[config.mk]
export PLATFORM = sky130hd
export DESIGN_NAME = prog_addr_map
export DESIGN_NICKNAME = d
export VERILOG_FILES = /design/src/rtl/pam_pkg.sv /design/src/rtl/pam_counter.sv /design/src/rtl/pam_decode.sv /design/src/rtl/pam_access.sv /design/src/rtl/prog_addr_map.sv
export SDC_FILE = /design/constraint.sdc
export NUM_CORES = 1
export LEC_CHECK = 0
export BUFFER_PORTS_ARGS = -buffer_cell sky130_fd_sc_hd__buf_2
export CORE_ASPECT_RATIO = 0.75
export CORE_UTILIZATION = 25
export CTS_CLUSTER_DIAMETER = 100
export CTS_CLUSTER_SIZE = 30
export DETAILED_ROUTE_END_ITERATION = 10
export RECOVER_POWER = 50
export SETUP_SLACK_MARGIN = 0.05
export SYNTH_ARGS = -nofsm -noshare
export SYNTH_HDL_FRONTEND = slang
export SYNTH_SLANG_ARGS = --single-unit
export TNS_END_PERCENT = 5
[constraint.sdc]
create_clock -name clk -period 1.45 [get_ports clk]
set_input_delay 0.2175 -clock clk [delete_from_list [all_inputs] [get_ports clk]]
set_output_delay 0.2175 -clock clk [all_outputs]
set_load 0.02 [all_outputs]
[src/rtl/pam_pkg.sv]
`timescale 1ns/1ps
// Package: shared region type for the program/verify address map.
// Assumes: one region is active for any address.
package pam_pkg;
    typedef enum logic [2:0] {
        RG_USER   = 3'd0,
        RG_ID     = 3'd1,
        RG_RSVD   = 3'd2,
        RG_UNIMPL = 3'd3,
        RG_CFG    = 3'd4
    } region_e;
endpackage

[src/rtl/pam_counter.sv]
`timescale 1ns/1ps
// Module: pam_counter
// Holds the word address, the mode flag and the config-open flag.
// Assumes strobes are single-cycle. Priority is exit, then entry, then increment.
module pam_counter #(
    parameter int ADDR_W = 10
) (
    input  logic              clk,
    input  logic              rst_n,
    input  logic              enter_i,
    input  logic              exit_i,
    input  logic              incr_i,
    output logic [ADDR_W-1:0] addr_o,
    output logic              in_mode_o,
    output logic              cfg_open_o
);
    localparam logic [ADDR_W-1:0] ADDR_MAX = {ADDR_W{1'b1}};

    // Next-state update for address and flags.
    always_ff @(posedge clk) begin
        if (!rst_n) begin
            addr_o     <= '0;
            in_mode_o  <= 1'b0;
            cfg_open_o <= 1'b0;
        end else if (exit_i) begin
            addr_o     <= '0;
            in_mode_o  <= 1'b0;
            cfg_open_o <= 1'b0;
        end else if (enter_i) begin
            addr_o     <= ADDR_MAX;
            in_mode_o  <= 1'b1;
            cfg_open_o <= 1'b1;
        end else if (incr_i && in_mode_o) begin
            addr_o     <= (addr_o == ADDR_MAX) ? '0 : addr_o + 1'b1;
            cfg_open_o <= 1'b0;
        end
    end
endmodule

[src/rtl/pam_decode.sv]
`timescale 1ns/1ps
// Module: pam_decode
// Maps the address and config-open flag onto one region.
// Assumes USER_WORDS + PHYS_WORDS < 2**ADDR_W and ID_WORDS <= PHYS_WORDS.
module pam_decode
    import pam_pkg::*;
#(
    parameter int ADDR_W     = 10,
    parameter int USER_WORDS = 512,
    parameter int ID_WORDS   = 4,
    parameter int PHYS_WORDS = 64
) (
    input  logic [ADDR_W-1:0] addr_i,
    input  logic              cfg_open_i,
    output region_e           region_o
);
    localparam int ID_BASE     = USER_WORDS;
    localparam int RSVD_BASE   = ID_BASE + ID_WORDS;
    localparam int UNIMPL_BASE = USER_WORDS + PHYS_WORDS;
    localparam int CFG_ADDR    = (1 << ADDR_W) - 1;

    int a;

    // Range compare of the current address.
    always_comb begin
        a = int'(addr_i);
        if (a < ID_BASE)                      region_o = RG_USER;
        else if (a < RSVD_BASE)               region_o = RG_ID;
        else if (a < UNIMPL_BASE)             region_o = RG_RSVD;
        else if (a == CFG_ADDR && cfg_open_i) region_o = RG_CFG;
        else                                  region_o = RG_UNIMPL;
    end
endmodule

[src/rtl/pam_access.sv]
`timescale 1ns/1ps
// Module: pam_access
// Gates loads into per-region write enables and registers masked read data.
// Assumes storage read data is valid combinationally for the current address.
module pam_access
    import pam_pkg::*;
#(
    parameter int WORD_W = 12,
    parameter int DATA_W = 14
) (
    input  logic              clk,
    input  logic              rst_n,
    input  region_e           region_i,
    input  logic              in_mode_i,
    input  logic              load_i,
    input  logic [DATA_W-1:0] load_data_i,
    input  logic              read_i,
    input  logic              cp_n_i,
    input  logic [WORD_W-1:0] user_rdata_i,
    input  logic [WORD_W-1:0] id_rdata_i,
    input  logic [WORD_W-1:0] cfg_rdata_i,
    output logic              user_we_o,
    output logic              id_we_o,
    output logic              cfg_we_o,
    output logic [WORD_W-1:0] wr_data_o,
    output logic              rd_valid_o,
    output logic [DATA_W-1:0] rd_data_o
);
    localparam int PAD_W = DATA_W - WORD_W;

    logic              ld_ok;
    logic              rd_ok;
    logic [WORD_W-1:0] rd_sel;

    assign ld_ok     = in_mode_i && load_i;
    assign rd_ok     = in_mode_i && read_i;
    assign wr_data_o = load_data_i[WORD_W-1:0];

    // Write enable for the storage that owns the current region.
    always_comb begin
        user_we_o = ld_ok && (region_i == RG_USER);
        id_we_o   = ld_ok && (region_i == RG_ID);
        cfg_we_o  = ld_ok && (region_i == RG_CFG);
    end

    // Read source select with protection and empty-region zeroing.
    always_comb begin
        case (region_i)
            RG_USER: rd_sel = cp_n_i ? user_rdata_i : '0;
            RG_ID:   rd_sel = id_rdata_i;
            RG_CFG:  rd_sel = cfg_rdata_i;
            default: rd_sel = '0;
        endcase
    end

    // Read data register, held between reads.
    always_ff @(posedge clk) begin
        if (!rst_n) begin
            rd_valid_o <= 1'b0;
            rd_data_o  <= '0;
        end else begin
            rd_valid_o <= rd_ok;
            if (rd_ok) rd_data_o <= {{PAD_W{1'b0}}, rd_sel};
        end
    end
endmodule

[src/rtl/prog_addr_map.sv]
`timescale 1ns/1ps
// Module: prog_addr_map
// Address counter, region map and access gate for program/verify mode.
// Assumes the storage arrays are external and read combinationally at addr_o.
module prog_addr_map
    import pam_pkg::*;
#(
    parameter int ADDR_W     = 10,
    parameter int WORD_W     = 12,
    parameter int DATA_W     = 14,
    parameter int USER_WORDS = 512,
    parameter int ID_WORDS   = 4,
    parameter int PHYS_WORDS = 64
) (
    input  logic              clk,
    input  logic              rst_n,
    input  logic              enter_i,
    input  logic              exit_i,
    input  logic              incr_i,
    input  logic              load_i,
    input  logic [DATA_W-1:0] load_data_i,
    input  logic              read_i,
    input  logic              cp_n_i,
    input  logic [WORD_W-1:0] user_rdata_i,
    input  logic [WORD_W-1:0] id_rdata_i,
    input  logic [WORD_W-1:0] cfg_rdata_i,
    output logic [ADDR_W-1:0] addr_o,
    output logic              in_mode_o,
    output logic              cfg_open_o,
    output logic              rgn_user_o,
    output logic              rgn_id_o,
    output logic              rgn_rsvd_o,
    output logic              rgn_unimpl_o,
    output logic              rgn_cfg_o,
    output logic              user_we_o,
    output logic              id_we_o,
    output logic              cfg_we_o,
    output logic [WORD_W-1:0] wr_data_o,
    output logic              rd_valid_o,
    output logic [DATA_W-1:0] rd_data_o
);
    region_e region;

    pam_counter #(.ADDR_W(ADDR_W)) u_cnt (
        .clk        (clk),
        .rst_n      (rst_n),
        .enter_i    (enter_i),
        .exit_i     (exit_i),
        .incr_i     (incr_i),
        .addr_o     (addr_o),
        .in_mode_o  (in_mode_o),
        .cfg_open_o (cfg_open_o)
    );

    pam_decode #(
        .ADDR_W     (ADDR_W),
        .USER_WORDS (USER_WORDS),
        .ID_WORDS   (ID_WORDS),
        .PHYS_WORDS (PHYS_WORDS)
    ) u_dec (
        .addr_i     (addr_o),
        .cfg_open_i (cfg_open_o),
        .region_o   (region)
    );

    pam_access #(.WORD_W(WORD_W), .DATA_W(DATA_W)) u_acc (
        .clk          (clk),
        .rst_n        (rst_n),
        .region_i     (region),
        .in_mode_i    (in_mode_o),
        .load_i       (load_i),
        .load_data_i  (load_data_i),
        .read_i       (read_i),
        .cp_n_i       (cp_n_i),
        .user_rdata_i (user_rdata_i),
        .id_rdata_i   (id_rdata_i),
        .cfg_rdata_i  (cfg_rdata_i),
        .user_we_o    (user_we_o),
        .id_we_o      (id_we_o),
        .cfg_we_o     (cfg_we_o),
        .wr_data_o    (wr_data_o),
        .rd_valid_o   (rd_valid_o),
        .rd_data_o    (rd_data_o)
    );

    // One-hot region flags from the decoded region.
    always_comb begin
        rgn_user_o   = (region == RG_USER);
        rgn_id_o     = (region == RG_ID);
        rgn_rsvd_o   = (region == RG_RSVD);
        rgn_unimpl_o = (region == RG_UNIMPL);
        rgn_cfg_o    = (region == RG_CFG);
    end
endmodule

; ---- After elaboration in Yosys (flattened, before gate mapping)
; Index checks and enable logic that the tools add are counted.
[totals]
word_cells = 37
reg_bits = 25
[op_classes]
n_lt_le_gt_ge = 3
n_addsub = 1
mux = 11
eq_ne = 6
n_reduce_logical = 10
n_bitwise = 1
[op_table]
columns = operator, count
row1 = one-hot mux 12 bit (3 select lines), 1
row2 = less-than comparator 10 bit (second input constant), 3
row3 = two-way mux 10 bit, 3
row4 = two-way mux 12 bit, 1
row5 = two-way mux 3 bit, 4
row6 = adder 10 x 1 -> 10 bit (second input constant), 1
row7 = equality test 10 x 1 -> 1 bit (second input constant), 1
row8 = equality test 10 bit (second input constant), 1
row9 = logical AND 1 bit, 7
row10 = equality test 3 x 2 -> 1 bit (second input constant), 2
row11 = equality test 3 x 1 -> 1 bit (second input constant), 1
row12 = equality test 3 bit (second input constant), 1
row13 = logical NOT 3 bit, 1
row14 = two-way mux 1 bit, 2
row15 = nonzero test 2 bit, 1
row16 = OR reduction 2 bit, 1
row17 = NOT 1 bit, 1

; ---- Depth between registers and ports, before layout
[logic_depth]
depth_word = 8
mapped_depth = 6
ltp_nobuf = 5

; ---- By module
; A second synthesis with hierarchy kept.
[hier_totals]
cells_unflattened = 166
hier_area_um2 = 1423.9
[by_module_without_submodules]
columns = module, n_inst, seq_area_each_um2, cells_each, area_per_inst_um2
row1 = pam_access, 1, 260.2, 80, 714.4
row2 = pam_counter, 1, 240.2, 71, 595.6
row3 = pam_decode, 1, 0.0, 10, 76.3
row4 = prog_addr_map, 1, 0.0, 5, 37.5

; ---- Worst setup path after synthesis
; No wires, ideal clock.
[synth_path]
kind = reg2out
start = register u_cnt.addr_o[0]
end = output cfg_we_o
n_path_buf = 0
slack_ns = -0.500
stages_incl_launch_ff = 6
t_required_ns = 1.233
arrival_time_ns = 1.733
path_cell_list = dfxtp_1 -> ha_1 -> nand4_2 -> nor3_1 -> and2_1 -> and3_1
[synth_between]
elab_chain_len = 8
[synth_rtl]
columns = item, line_no
row1 = start: declaration, pam_counter.sv:13  ; output logic [ADDR_W-1:0] addr_o,
row2 = start signal: assignment, pam_counter.sv:34  ; addr_o <= (addr_o == ADDR_MAX) ? '0 : addr_o + 1'b1;
row3 = "parallel branches: the longest is 5 deep, another holds less-than comparator 10 bit", -
row4 = two-way mux 3 bit *, pam_decode.sv:27  ; if (a < ID_BASE) region_o = RG_USER;
row5 = equality test 3 bit *, -
row6 = via rgn_cfg_o, prog_addr_map.sv:34  ; output logic rgn_cfg_o,
row7 = logical AND 1 bit *, pam_access.sv:43  ; cfg_we_o = ld_ok && (region_i == RG_CFG);
row8 = end: declaration, prog_addr_map.sv:37  ; output logic cfg_we_o,
; Mark *: on every way through the listed nets, which the timed path passes.

; ---- Worst setup path after layout
[layout_path]
start = register u_cnt.addr_o[0]
end = output cfg_we_o
[layout_between]
elab_chain_len = 8
[layout_rtl]
columns = item, line_no
row1 = "parallel branches: the longest is 5 deep, another holds less-than comparator 10 bit", -
row2 = two-way mux 3 bit *, pam_decode.sv:27
row3 = equality test 3 bit *, pam_access.sv:43
row4 = logical AND 1 bit *, pam_access.sv:43
; Every way passes the cells marked *.

==> flow_summary.toml <==
[synthesis]
ys_types = 36
async_flop_share_pct = 0
muxShareOfSynthArea_pct = 0
synth_top_family_by_area = "compound AO/OA/AOI/OAI gates"
yosys_warnings = 0
netlist_area_mm2 = 0.00162
synth-seq-cells = 25
synthAdderAreaFrac_pct = 0.772
synth-edff-count = 0
synth_cells = 200
synth_area_per_cell_um2 = 8.11
synth-compound-area-share_pct = 28.1
synth-xor-area-share_pct = 2.16
synth_simple_gate_area_share_pct = 27.2
synth_ff_type = "dfxtp_1"
synth-seq-area-share_pct = 30.9

[timing]
hold_viol_final = 0
timing.fmax_mhz = 581
setup_slack_ps = -272
rsz0062_at_grt = "yes"
min_period_ps = 1720
drv_slew = 0
setup_viol = 19
finalClockSkew_ps = 3.61
finalCritPeriodShare_pct = 119

[detailed_routing]
drt_iter0_markers = 75
drcViolationCount = 0
routed_wl_mm = 5.46
dr.pass1.iters = 4
via_per_inst = 4.81
wire_per_inst_um = 14.8
via_count = 1774
drtAntennaViolNets = 0

[setup_path]
crit_path_end_kind = "output pin"
worstPathRequired_ps = 1230
slowest_stage = "dfxtp_4"
cp_cell_sequence = "ha_4 -> nand4_4 -> nor3_4 -> and2_4 -> and3_4 -> buf_6"
critPathMaxFanout = 4
start_kind = "flop"
worstSetupPathType = "flop to output pin"
cp.arrival_ps = 1500
crit_path_max_incr_delay_ps = 370
ff2ff_path_depth = 7

[die]
io_pins = 105
core.rowCount = 25
die_h_um = 71.7
die_area_mm2 = 0.00682
initial_core_util_pct = 25.8
die_width_um = 95.0
core_mm2 = 0.00629

[global_routing]
grtUsageMet3_pct = 3.08
grt_pass1_vias = 1634
grt_use_met2_pct = 24.9
grt.overflow.total = 0
met1_usage_pct = 23.5
grt_usage_pct = 16.2
grt_start_max_net_pins = 14
antenna_found_initial = 0
grt_pass1_wl_mm = 8.36
top_usage_layer = "met2"

[clocking]
clk_pin_slew_ps = 100
cts_made_buffers = 3
cts_sinks = 25
cts_root_buffer = "clkbuf_8"
ctsLongestPathBuffers = 2
htreeDepth = 1
clk_latency_ps = 270
cts_tree = "yes"

[cells_and_area]
layout_commonest_cell = "buf_2"
layout.nets = 348
final_cell_mix = "62 x buf_2, 32 x nand2_1, 29 x buf_4"
diodes = 0
area_growth_pct = 45.9
finalNonFillerCells = 369
stdcell_area_mm2 = 0.00237
postLayoutCoreUtil_pct = 37.6
drive_gt1_share_pct = 47.2

[placement]
post-place-ws_ps = -122
gp_congestion = 0.883
hpwlAfterDp_mm = 4.17
portBuffers = 76
dpl_cell_area_mm2 = 0.00226
place_inst = 364

[power]
power_density_mw_per_mm2 = 640
leakage_nw = 0.965
ir_worst_vdd_mv = 0.403

[worst_hold_path]
hp-class = "primary input to flop"
min_path_cells = 3

[job]
cap_violations = 0

[status]
violations = "negative setup slack"
status = "finished with violations"
[state kept, by name, summed over array words and instances (netlist names)]
register          cells
u_cnt.addr_o         10
u_acc.rd_data_o      12
u_cnt.in_mode_o       1
u_cnt.cfg_open_o      1
u_acc.rd_valid_o      1
[synth_stat cells, drive strengths merged (3+ instances only)]
cell	count	area share, %
xor2	3	1.6
nand2	32	7.4
nor3	4	1.2
nor2	23	5.3
dfxtp	25	31
a211oi	13	9.4
a31oi	3	1.2
buf	20	8.6
a21oi	9	2.8
and3	4	1.5
nand3	5	2.2
clkbuf	5	1.2
nand4	3	1.5
a22oi	12	5.6
inv	4	0.93
nor4	3	3.0
o22a	12	6.5
or3	3	1.5
and2	3	1.2
[logic make-up after synthesis]
group / after synthesis
AND/OR/NAND/NOR: 85
AO/OA/AOI/OAI: 55
buffers and inverters: 29
flip-flops: 25
XOR/XNOR: 4
adder cells (fa/ha/maj): 1
other: 1
[worst max-delay path, delay by kind of cell, from the launching register on]
| family | cells | cell delay [ps] |
|---|---|---|
| AND/OR/NAND/NOR | 4 | 590 |
| flip-flops | 1 | 370 |
| adder cells (fa/ha/maj) | 1 | 170 |
| buffers and inverters | 1 | 110 |
[what timing repair did]
item / in CTS / in global routing
endpoints found under the setup margin: 20 / 23
hold buffers: 0 / 0
setup buffers: 1 / 0
pin swaps: 7 / 1
resized for setup: 12 / 9
[report_power, final]
| group | total [mW] | switching, mW | internal (mW) |
|---|---|---|---|
| registers | 0.729 | 0.0296 | 0.699 |
| logic | 0.347 | 0.185 | 0.163 |
| clock network | 0.439 | 0.242 | 0.197 |
[stage by stage]
stage	power [mW]	hold slack (ps)	setup TNS, ps
after detailed placement	1.09	435	-1400
after floorplan	0.976	333	-874
after CTS	1.54	182	-2620
after global routing	1.59	190	-4180
after global placement	1.09	435	-1120
final	1.52	189	-2440
[per-layer routing]
metal / vias up / share of wire [%] / wire length (um)
met3: 4 / 4.8 / 262
met2: 52 / 46 / 2480
met5: - / 0 / 0
li1: 885 / - / -
met4: 0 / 0.57 / 31
met1: 833 / 49 / 2680
[final timing paths]
path / start / end / slack (ps)
hold reg to reg: u_acc.rd_data_o[11]$_SDFFE_PN0P_ / u_acc.rd_data_o[11]$_SDFFE_PN0P_ / 530
setup reg to reg: u_cnt.addr_o[0]$_SDFFE_PP0P_ / u_acc.rd_data_o[6]$_SDFFE_PN0P_ / -120
hold / removal: cfg_rdata_i[10] / u_acc.rd_data_o[10]$_SDFFE_PN0P_ / 190
setup / recovery: u_cnt.addr_o[0]$_SDFFE_PP0P_ / cfg_we_o / -270
[area by class of cell]
| cell class | count | area, um^2 |
|---|---|---|
| Clock buffer | 4 | 45.0 |
| Fill cell | 681 | 3920 |
| Timing Repair Buffer | 108 | 638 |
| Inverter | 4 | 15.0 |
| Sequential cell | 25 | 537 |
| Multi-Input combinational cell | 147 | 1030 |
| Tap cell | 81 | 101 |
No activity file was read; power rests on OpenSTA's default activity.
